$ cat src/rtl/pgw_pkg.sv
package pgw_pkg;

    typedef enum logic [1:0] {
        ACC_READ  = 2'd0,
        ACC_WRITE = 2'd1,
        ACC_EXEC  = 2'd2,
        ACC_RSVD  = 2'd3
    } acc_e;

    typedef enum logic [1:0] {
        FLT_NONE   = 2'd0,
        FLT_ABSENT = 2'd1,
        FLT_PROT   = 2'd2
    } flt_e;

    typedef enum logic [2:0] {
        ST_IDLE  = 3'd0,
        ST_REQ1  = 3'd1,
        ST_WAIT1 = 3'd2,
        ST_REQ2  = 3'd3,
        ST_WAIT2 = 3'd4,
        ST_RESP  = 3'd5
    } walk_st_e;

    localparam int PTE_V = 0;
    localparam int PTE_R = 1;
    localparam int PTE_W = 2;
    localparam int PTE_X = 3;
    localparam int PTE_U = 4;

endpackage

$ cat src/rtl/pgw_addr_gen.sv
module pgw_addr_gen #(
    parameter int VA_W  = 32,
    parameter int OFF_W = 12,
    parameter int IDX_W = 10,
    parameter int PTE_BYTES = 4
) (
    input  logic             second_i,
    input  logic [VA_W-1:0]  base_i,
    input  logic [VA_W-1:0]  va_i,
    output logic [VA_W-1:0]  addr_o
);
    localparam int TOP_W = VA_W - OFF_W - IDX_W;
    localparam int SHIFT = $clog2(PTE_BYTES);

    logic [VA_W-1:0] idx_lvl [2];

    genvar gl;
    generate
        for (gl = 0; gl < 2; gl++) begin : g_lvl
            if (gl == 0) begin : g_top
                assign idx_lvl[gl] = {{(VA_W-TOP_W){1'b0}}, va_i[VA_W-1 -: TOP_W]};
            end else begin : g_mid
                assign idx_lvl[gl] = {{(VA_W-IDX_W){1'b0}}, va_i[OFF_W +: IDX_W]};
            end
        end
    endgenerate

    logic [VA_W-1:0] idx_sel;
    always_comb begin
        idx_sel = second_i ? idx_lvl[1] : idx_lvl[0];
        addr_o  = base_i + (idx_sel << SHIFT);
    end

endmodule

$ cat src/rtl/pgw_rights.sv
module pgw_rights
    import pgw_pkg::*;
#(
    parameter int PTE_WD = 32
) (
    input  logic [PTE_WD-1:0] pte_i,
    input  acc_e              acc_i,
    input  logic              user_i,
    output logic              allow_o
);
    logic kind_ok;
    always_comb begin
        unique case (acc_i)
            ACC_READ:  kind_ok = pte_i[PTE_R];
            ACC_WRITE: kind_ok = pte_i[PTE_W];
            ACC_EXEC:  kind_ok = pte_i[PTE_X];
            default:   kind_ok = 1'b0;
        endcase
        allow_o = kind_ok && (!user_i || pte_i[PTE_U]);
    end

endmodule

$ cat src/rtl/pgw_top.sv
module pgw_top
    import pgw_pkg::*;
#(
    parameter int VA_W  = 32,
    parameter int OFF_W = 12,
    parameter int IDX_W = 10
) (
    input  logic            clk,
    input  logic            rst_n,
    input  logic [VA_W-1:0] ptbr_i,
    input  logic            req_valid_i,
    input  logic [VA_W-1:0] req_vaddr_i,
    input  logic [1:0]      req_acc_i,
    input  logic            req_user_i,
    output logic            busy_o,
    output logic            mem_req_o,
    output logic [VA_W-1:0] mem_addr_o,
    input  logic            mem_rvalid_i,
    input  logic [VA_W-1:0] mem_rdata_i,
    output logic            rsp_valid_o,
    output logic [VA_W-1:0] rsp_paddr_o,
    output logic [1:0]      rsp_fault_o,
    output logic [1:0]      rsp_level_o
);
    localparam int FRAME_W = VA_W - OFF_W;

    typedef struct packed {
        walk_st_e        st;
        logic [VA_W-1:0] va;
        acc_e            acc;
        logic            user;
        logic [VA_W-1:0] base;
        logic [VA_W-1:0] paddr;
        flt_e            flt;
        logic [1:0]      lvl;
    } walk_t;

    walk_t w_q, w_d;
    logic [VA_W-1:0] pte_addr;
    logic            allow;

    pgw_addr_gen #(.VA_W(VA_W), .OFF_W(OFF_W), .IDX_W(IDX_W), .PTE_BYTES(4)) u_agen (
        .second_i (w_q.st == ST_REQ2),
        .base_i   (w_q.base),
        .va_i     (w_q.va),
        .addr_o   (pte_addr)
    );

    pgw_rights #(.PTE_WD(VA_W)) u_rights (
        .pte_i   (mem_rdata_i),
        .acc_i   (w_q.acc),
        .user_i  (w_q.user),
        .allow_o (allow)
    );

    always_comb begin
        w_d = w_q;
        unique case (w_q.st)
            ST_IDLE: begin
                if (req_valid_i) begin
                    w_d.st    = ST_REQ1;
                    w_d.va    = req_vaddr_i;
                    w_d.acc   = acc_e'(req_acc_i);
                    w_d.user  = req_user_i;
                    w_d.base  = ptbr_i;
                    w_d.paddr = '0;
                    w_d.flt   = FLT_NONE;
                    w_d.lvl   = 2'd0;
                end
            end
            ST_REQ1: w_d.st = ST_WAIT1;
            ST_WAIT1: begin
                if (mem_rvalid_i) begin
                    if (!mem_rdata_i[PTE_V]) begin
                        w_d.st  = ST_RESP;
                        w_d.flt = FLT_ABSENT;
                        w_d.lvl = 2'd1;
                    end else begin
                        w_d.st   = ST_REQ2;
                        w_d.base = {mem_rdata_i[VA_W-1:OFF_W], {OFF_W{1'b0}}};
                    end
                end
            end
            ST_REQ2: w_d.st = ST_WAIT2;
            ST_WAIT2: begin
                if (mem_rvalid_i) begin
                    w_d.st = ST_RESP;
                    if (!mem_rdata_i[PTE_V]) begin
                        w_d.flt = FLT_ABSENT;
                        w_d.lvl = 2'd2;
                    end else if (!allow) begin
                        w_d.flt = FLT_PROT;
                        w_d.lvl = 2'd2;
                    end else begin
                        w_d.paddr = {mem_rdata_i[VA_W-1 -: FRAME_W], w_q.va[OFF_W-1:0]};
                    end
                end
            end
            ST_RESP: w_d.st = ST_IDLE;
            default: w_d.st = ST_IDLE;
        endcase
    end

    always_ff @(posedge clk) begin
        if (!rst_n) begin
            w_q <= '{st: ST_IDLE, va: '0, acc: ACC_READ, user: 1'b0, base: '0,
                     paddr: '0, flt: FLT_NONE, lvl: 2'd0};
        end else begin
            w_q <= w_d;
        end
    end

    assign busy_o      = (w_q.st != ST_IDLE);
    assign mem_req_o   = (w_q.st == ST_REQ1) || (w_q.st == ST_REQ2);
    assign mem_addr_o  = pte_addr;
    assign rsp_valid_o = (w_q.st == ST_RESP);
    assign rsp_paddr_o = w_q.paddr;
    assign rsp_fault_o = w_q.flt;
    assign rsp_level_o = w_q.lvl;

    AST_ACCEPT_BUSY: assert property (@(posedge clk) disable iff (!rst_n)
        (!busy_o && req_valid_i) |=> busy_o);
    AST_MREQ_IN_WALK: assert property (@(posedge clk) disable iff (!rst_n)
        mem_req_o |-> busy_o);
    AST_MREQ_PULSE: assert property (@(posedge clk) disable iff (!rst_n)
        mem_req_o |=> !mem_req_o);
    AST_FAULT_LEVEL: assert property (@(posedge clk) disable iff (!rst_n)
        (rsp_valid_o && rsp_fault_o != 2'd0) |-> (rsp_level_o == 2'd1 || rsp_level_o == 2'd2));
    AST_FAULT_ZERO_PA: assert property (@(posedge clk) disable iff (!rst_n)
        (rsp_valid_o && rsp_fault_o != 2'd0) |-> (rsp_paddr_o == '0));
    AST_RSP_PULSE: assert property (@(posedge clk) disable iff (!rst_n)
        rsp_valid_o |=> (!rsp_valid_o && !busy_o));
    AST_RSP_AFTER_DATA: assert property (@(posedge clk) disable iff (!rst_n)
        $rose(rsp_valid_o) |-> $past(mem_rvalid_i));

endmodule

$ cat config.mk
export PLATFORM = sky130hd
export DESIGN_NAME = pgw_top
export DESIGN_NICKNAME = d
export VERILOG_FILES = /design/src/rtl/pgw_pkg.sv /design/src/rtl/pgw_addr_gen.sv /design/src/rtl/pgw_rights.sv /design/src/rtl/pgw_top.sv
export SDC_FILE = /design/constraint.sdc
export NUM_CORES = 1
export LEC_CHECK = 0
export ABC_AREA = 1
export CAP_MARGIN = 20
export CORE_ASPECT_RATIO = 0.6
export CORE_UTILIZATION = 35
export DETAILED_ROUTE_END_ITERATION = 10
export PLACE_DENSITY_LB_ADDON = 0.08
export SYNTH_ARGS = -nofsm -noshare
export SYNTH_HDL_FRONTEND = slang
export SYNTH_HIERARCHICAL = 1
export SYNTH_SLANG_ARGS = --single-unit
export TNS_END_PERCENT = 1
$ cat constraint.sdc
create_clock -name clk -period 2.6 [get_ports clk]
set_input_delay 0.52 -clock clk [delete_from_list [all_inputs] [get_ports clk]]
set_output_delay 0.52 -clock clk [all_outputs]
set_load 0.1 [all_outputs]
### Word level (Yosys, flattened, before mapping)

Cells that the tools add are included.

| storage, ports and cells | value |
|---|---|
| word-level logic and storage cells | 58 |
| bits in registers | 106 |
| output and inout port bits | 71 |
| input port bits | 103 |

| cells by class | value |
|---|---|
| reduce and logical (&&, ||, !) cells | 15 |
| mux-type cells | 19 |
| eq/ne operators | 15 |
| add/subtract/negate cells | 1 |

Operators with widths:

| operator | number |
|---|---|
| 32-bit two-way mux | 4 |
| 32-bit one-hot mux with 2 select lines | 2 |
| 106-bit two-way mux | 1 |
| 36-bit two-way mux | 1 |
| 32-bit adder | 1 |
| 4-bit two-way mux | 4 |
| 3-bit one-hot mux with 5 select lines | 1 |
| 2-bit inequality test (second input constant) | 7 |
| 4-bit one-hot mux with 3 select lines | 1 |
| 10-bit two-way mux | 1 |
| 3-bit two-way mux | 3 |
| 3-bit by 2-bit equality test with 1-bit output (second input constant) | 2 |
| 3-bit equality test (second input constant) | 2 |
| 6-bit AND reduction | 1 |
| 3-bit nonzero test | 2 |
| 5-bit AND reduction | 1 |
| 4-bit AND reduction | 1 |
| 2-bit nonzero test | 2 |
| 3-bit by 1-bit equality test with 1-bit output (second input constant) | 1 |
| 3-bit logical NOT | 1 |
| 3-bit inequality test (second input constant) | 1 |
| 1-bit one-hot mux with 3 select lines | 1 |
| 3-bit AND reduction | 1 |
| 2-bit by 1-bit equality test with 1-bit output (second input constant) | 1 |
| 6 further kinds | 7 |

### Depth between registers and ports, before layout

Gate-level depths: netlist of the first run.

| logic depth | value |
|---|---|
| depth in word-level cells | 7 |
| mapped depth | 17 |
| gate-level depth less buffers | 16 |

### Modules after synthesis

The synthesis of the first run kept the hierarchy.

By module, submodules not included:

| module | sequential area each (um^2) | area each (um^2) | times used | cells an instance |
|---|---|---|---|---|
| pgw_top | 2,122.0 | 4,635.7 | 1 | 658 |
| pgw_addr_gen | 0.0 | 1,487.7 | 1 | 283 |
| pgw_rights | 0.0 | 46.3 | 1 | 11 |

### Worst setup path after synthesis of the first run

No wires, ideal clock.

| timing | value |
|---|---|
| path type | register -> output |
| start point | reg w_q[103] (netlist bit) |
| end point | out mem_addr_o[14] |
| buffers on the path | 1 |
| arrival time | 3.582 ns |
| slack | -1.502 ns |
| stages on the path, launching flop included | 14 |
| required time | 2.080 ns |
| cells stage by stage | dfxtp_1 nand2_1 nor2_1 buf_2 mux2_2 ha_1 inv_1 fa_1 inv_1 nand3_1 nand3_1 nand3_1 nand3_2 xor2_1 |

| between the ends | value |
|---|---|
| word-level cells in the longest chain between the ends | 3 |

RTL lines:

| element | line | source |
|---|---|---|
| from (decl) | pgw_top.sv:38 | `walk_t w_q, w_d;` |
| from (signal assigned) | pgw_top.sv:106 | `w_q <= '{st: ST_IDLE, va: '0, acc: ACC_READ, user: 1'b0, base: '0,` |
| from (signal assigned) | pgw_top.sv:109 | `w_q <= w_d;` |
| 3-bit by 2-bit equality test with 1-bit output | pgw_top.sv:43 | `.second_i (w_q.st == ST_REQ2),` |
| 10-bit two-way mux | pgw_addr_gen.sv:30 | `idx_sel = second_i ? idx_lvl[1] : idx_lvl[0];` |
| 32-bit adder | pgw_addr_gen.sv:31 | `addr_o = base_i + (idx_sel << SHIFT);` |
| to (decl) | pgw_top.sv:17 | `output logic [VA_W-1:0] mem_addr_o,` |

Every way passes these cells.

### Final worst setup path of the first run

| timing | value |
|---|---|
| start point | reg w_q[103] (netlist bit) |
| end point | out mem_addr_o[23] |

The elaborated chain is that of the path after synthesis.

==> results of run 1 <==
registers in the layout, indices dropped and copies added, names as in the netlist:
register,count
rsp_paddr_o,32
rsp_level_o,2
rsp_fault_o,2
w_q,70
synth_stat cells, types with 4 or more instances:
cell and count:
nand3_1 55, nand2_1 247, nor2_1 109, dfxtp_1 106, buf_4 40, clkbuf_1 29, mux2_2 9, ha_1 10
nor3_2 4, nand3b_1 5, buf_2 8, a21oi_1 66, o21ai_0 99, nand2_2 6, inv_1 100, o21ai_1 7
inv_2 8, nand4_1 6, xor2_1 12
per-stage QoR:
step | utilization | total power [uW] | cells | setup TNS [ns] | worst slack, ns
CTS | 0.5351 | 6541 | 1333 | -15.88 | -0.6267
global route | 0.5371 | 6817 | 1334 | -18.92 | -0.7386
floorplan | - | 4044 | 952 | -9.273 | -0.4167
detailed placement | 0.5040 | 5041 | 1314 | -8.342 | -0.3955
global placement | 0.5024 | 5026 | 1313 | -7.922 | -0.3615
finish | 0.5371 | 6513 | 1334 | -14.96 | -0.5877
routing by layer:
layer,vias up,wire length (microns),GRT usage
li1,3255,-,-
met2,151,6975,0.2737
met3,5,1250,0.05167
met1,2739,9728,0.3097
met4,0,71,0.03287
met5,-,0,0
cells by family (layout without fill, tap and decap cells):
| kind of cell | count (synthesis) | after routing | synth area share |
|---|---|---|---|
| and+or+nand+nor | 448 | 448 | 0.3091 |
| buffers and inverters | 190 | 338 | 0.1454 |
| AOI/OAI and AO/OA | 175 | 175 | 0.1432 |
| DFF | 106 | 106 | 0.3439 |
| xor gates and xnor gates | 13 | 13 | 0.01845 |
| adders and majority gates | 11 | 11 | 0.02352 |
| muxes | 9 | 9 | 0.01643 |
cell type report:
class | count | area, sq um | area share
Tap cell | 234 | 292.8 | 0.03174
Sequential cell | 106 | 2127 | 0.2306
Timing Repair Buffer | 213 | 2308 | 0.2502
Clock inverter | 6 | 72.57 | 0.007867
Multi-Input combinational cell | 656 | 3765 | 0.4081
Clock buffer | 10 | 250.2 | 0.02713
Inverter | 109 | 409.1 | 0.04435
worst register-to-register path, stage by stage, from the launching register on:
cell     delay [ns]
dfxtp_1        0.34
buf_4          0.16
inv_2          0.13
nand2_1        0.11
nor2_4         0.14
nand2_1        0.08
nand2_1        0.09
nand2_2        0.15
inv_2          0.25
buf_12         0.21
nand2_1        0.09
nand2_1        0.07
nor2_1         0.05
power by group through the flow:
stage                     combinational (uW)  clock (uW)  sequential, uW
after floorplan                         2100           0            1950
after global placement                  3040           0            1980
after detailed placement                3050           0            1990
after CTS                               3110        1480            1950
after global routing                    3300        1540            1980
final                                   3110        1450            1950
worst max path at each step:
stage | endpoint | slack, ns | cells after the start
floorplan | mem_addr_o[10] | -0.42 | 13
detailed placement | mem_addr_o[19] | -0.40 | 14
global placement | mem_addr_o[27] | -0.36 | 14
global route | mem_addr_o[31] | -0.74 | 14
CTS | mem_addr_o[31] | -0.63 | 17
finish | mem_addr_o[23] | -0.59 | 14
repair_timing:
action | 4_1_cts | 5_1_grt
hold buffers | 0 | 0
gates resized for setup | 49 | 10
gates cloned | 0 | 0
setup buffers | 3 | 1
setup endpoints to repair | 29 | 29
pin swaps | 29 | 10
==> key figures, run 1 <==
Yosys
  – Post-synth EDFFs: 0
  – Post-synthesis cell count: between 900 and 1000
  – Synthesized cell area: 6170 sq um
  – Synth Flop Type: dfxtp_1
  – Fraction of registers with async set/reset: 0
  – Register area share after synthesis: 0.3439
  – Post-synthesis area per instance: 6.481 sq um
  – Share of the synthesized area in the top cell type: 0.3439
  – Register bit total from synthesis: approximately 110
  – Synth area leader: dfxtp_1
  – Ys Warns: 6
  – Post-Syn Nets: 1066
  – Leading post-synthesis cells by cell area: dfxtp_1, nand2_1, o21ai_0
  – Distinct cells, synth: 32

Global route
  – Pin count of the biggest net entering global routing: 72
  – Vias in the first global route: 5620
  – Total GRT Usage: 0.2001
  – Grt total ovfl: 0
  – Initial antenna violation count: 0
  – First-pass GRT wire length: 29330 microns

Floorplan
  – Die ar.: 18180 sq um
  – Die width: ~170 microns
  – Vert. Die Dim: 104.8 microns
  – Core Area: roughly 17000 sq um
  – Initial Util: 0.3592
  – Row count: 37
  – IO Count: 174

Cells and area
  – Commonest non-fill, non-tap cell in the layout: nand2_1
  – Layout Area Growth over Synthesis: 49.52%
  – # fillers: 1747
  – Ant. Diodes: 0
  – Most frequent cells in the layout: nand2_1, dfxtp_1, nor2_1
  – Post-route cell area: between 9000 and 10000 sq um
  – NumNets Final: 1209
  – Layout cells sized above 1: 0.2345

Clocking
  – CTS Buffer Depth: 2
  – Clock Tree Root: clkbuf_16
  – CTS tree: yes
  – CTS sink cnt: between 100 and 150
  – Clk slew on worst S/H paths: 0.08 ns
  – Num CTS Buffers: 9
  – CTS H-tree lvls: 3
  – Clk_lat worst skew: roughly 0.35 ns

Drt
  – Router iterations before antenna repair: 5
  – Routed WL: 18030 microns
  – Vias per inst: 4.610
  – Drt wl/cell: 13.51 microns
  – Vias: around 6200
  – Iteration-0 DRC Markers: about 390
  – Detailed-route DRC error count: 0
  – Post-route ant nets: 0

Place
  – Port bufs: 166
  – HPWL after DPL: 13920 microns
  – Placed cell area: 8657 sq um
  – Placer congestion estimate: around 0.89

Setup path
  – CP Cell Sequence: nand2_4 > nor2_4 > buf_12 > buf_12 > mux2_4 > ha_4 > nand2_2 > buf_4 > nor3_4 > nand2_2 > nand2_4 > nand3_1 > nand2_2 > buf_12
  – Slowest cell on the critical path: dfxtp_4
  – Critical Path End Type: output pin
  – Setup CP Type: reg2out
  – CP top delay family: simple AND/OR/NAND/NOR gates
  – Startpoint type of the worst setup path: register
  – Reg2Reg Setup Slack: 0.64 ns
  – Crit path largest cell delay: 0.36 ns
  – Buf/Inv on CP: 4
  – R2R depth: 12
  – CP arrival: 2.67 ns
  – R2R Path End: w_q[55]
  – Data required, critical path: 2.08 ns
  – Critical Path Fanout Max: 6
  – R2r startpoint: w_q[105]
  – Worst Setup SP: w_q[103]

Power
  – Peak VDD IR: 333.2 uV
  – Lkg Pwr: 0.004118 uW
  – Sw Pwr: 2856 uW
  – Combinational group share of total power: 0.477
  – Clock power frac: 0.222
  – Seq pwr share: 0.300
  – Internal Power: 3657 uW
  – Pwr Density: 706.0 nW/um^2
  – Switching Share: 0.4385

Timing
  – Max Fclk: 0.3137 GHz
  – Hold Slack: roughly 0.44 ns
  – Final Max Tran Viols: 0
  – Worst-margin pin slew: 0.6765 ns
  – Endpoints failing setup: 29
  – Tmin final: 3.188 ns
  – Final worst slack: -0.5877 ns
  – Endpoints failing hold: 0
  – Clock skew: 0.01406 ns
  – RSZ-0062 raised after global routing: true
  – Final Cycle Share: 1.226
  – Max_slew headroom: 0.5490

Status
  – Status: complete, but fails checks
  – Violated checks: negative setup slack

Min path
  – Min-delay worst type: reg2reg
  – WHS Endpoint: w_q[101]
  – Hold Path Stages: 2
  – Hold path start: w_q[101]

Flow run
  – Max Cap Viol: 0
Power figures use the tool's default switching activity.
==> run 2: changes to the inputs <==
--- a/config.mk
+++ b/config.mk
@@ -11,6 +11,7 @@
 export CORE_UTILIZATION = 35
 export DETAILED_ROUTE_END_ITERATION = 10
 export PLACE_DENSITY_LB_ADDON = 0.08
+export SLEW_MARGIN = 20
 export SYNTH_ARGS = -nofsm -noshare
 export SYNTH_HDL_FRONTEND = slang
 export SYNTH_HIERARCHICAL = 1
==> results of run 2 <==
Same layout as run 1: the final DEF is identical, and so are final timing and power.
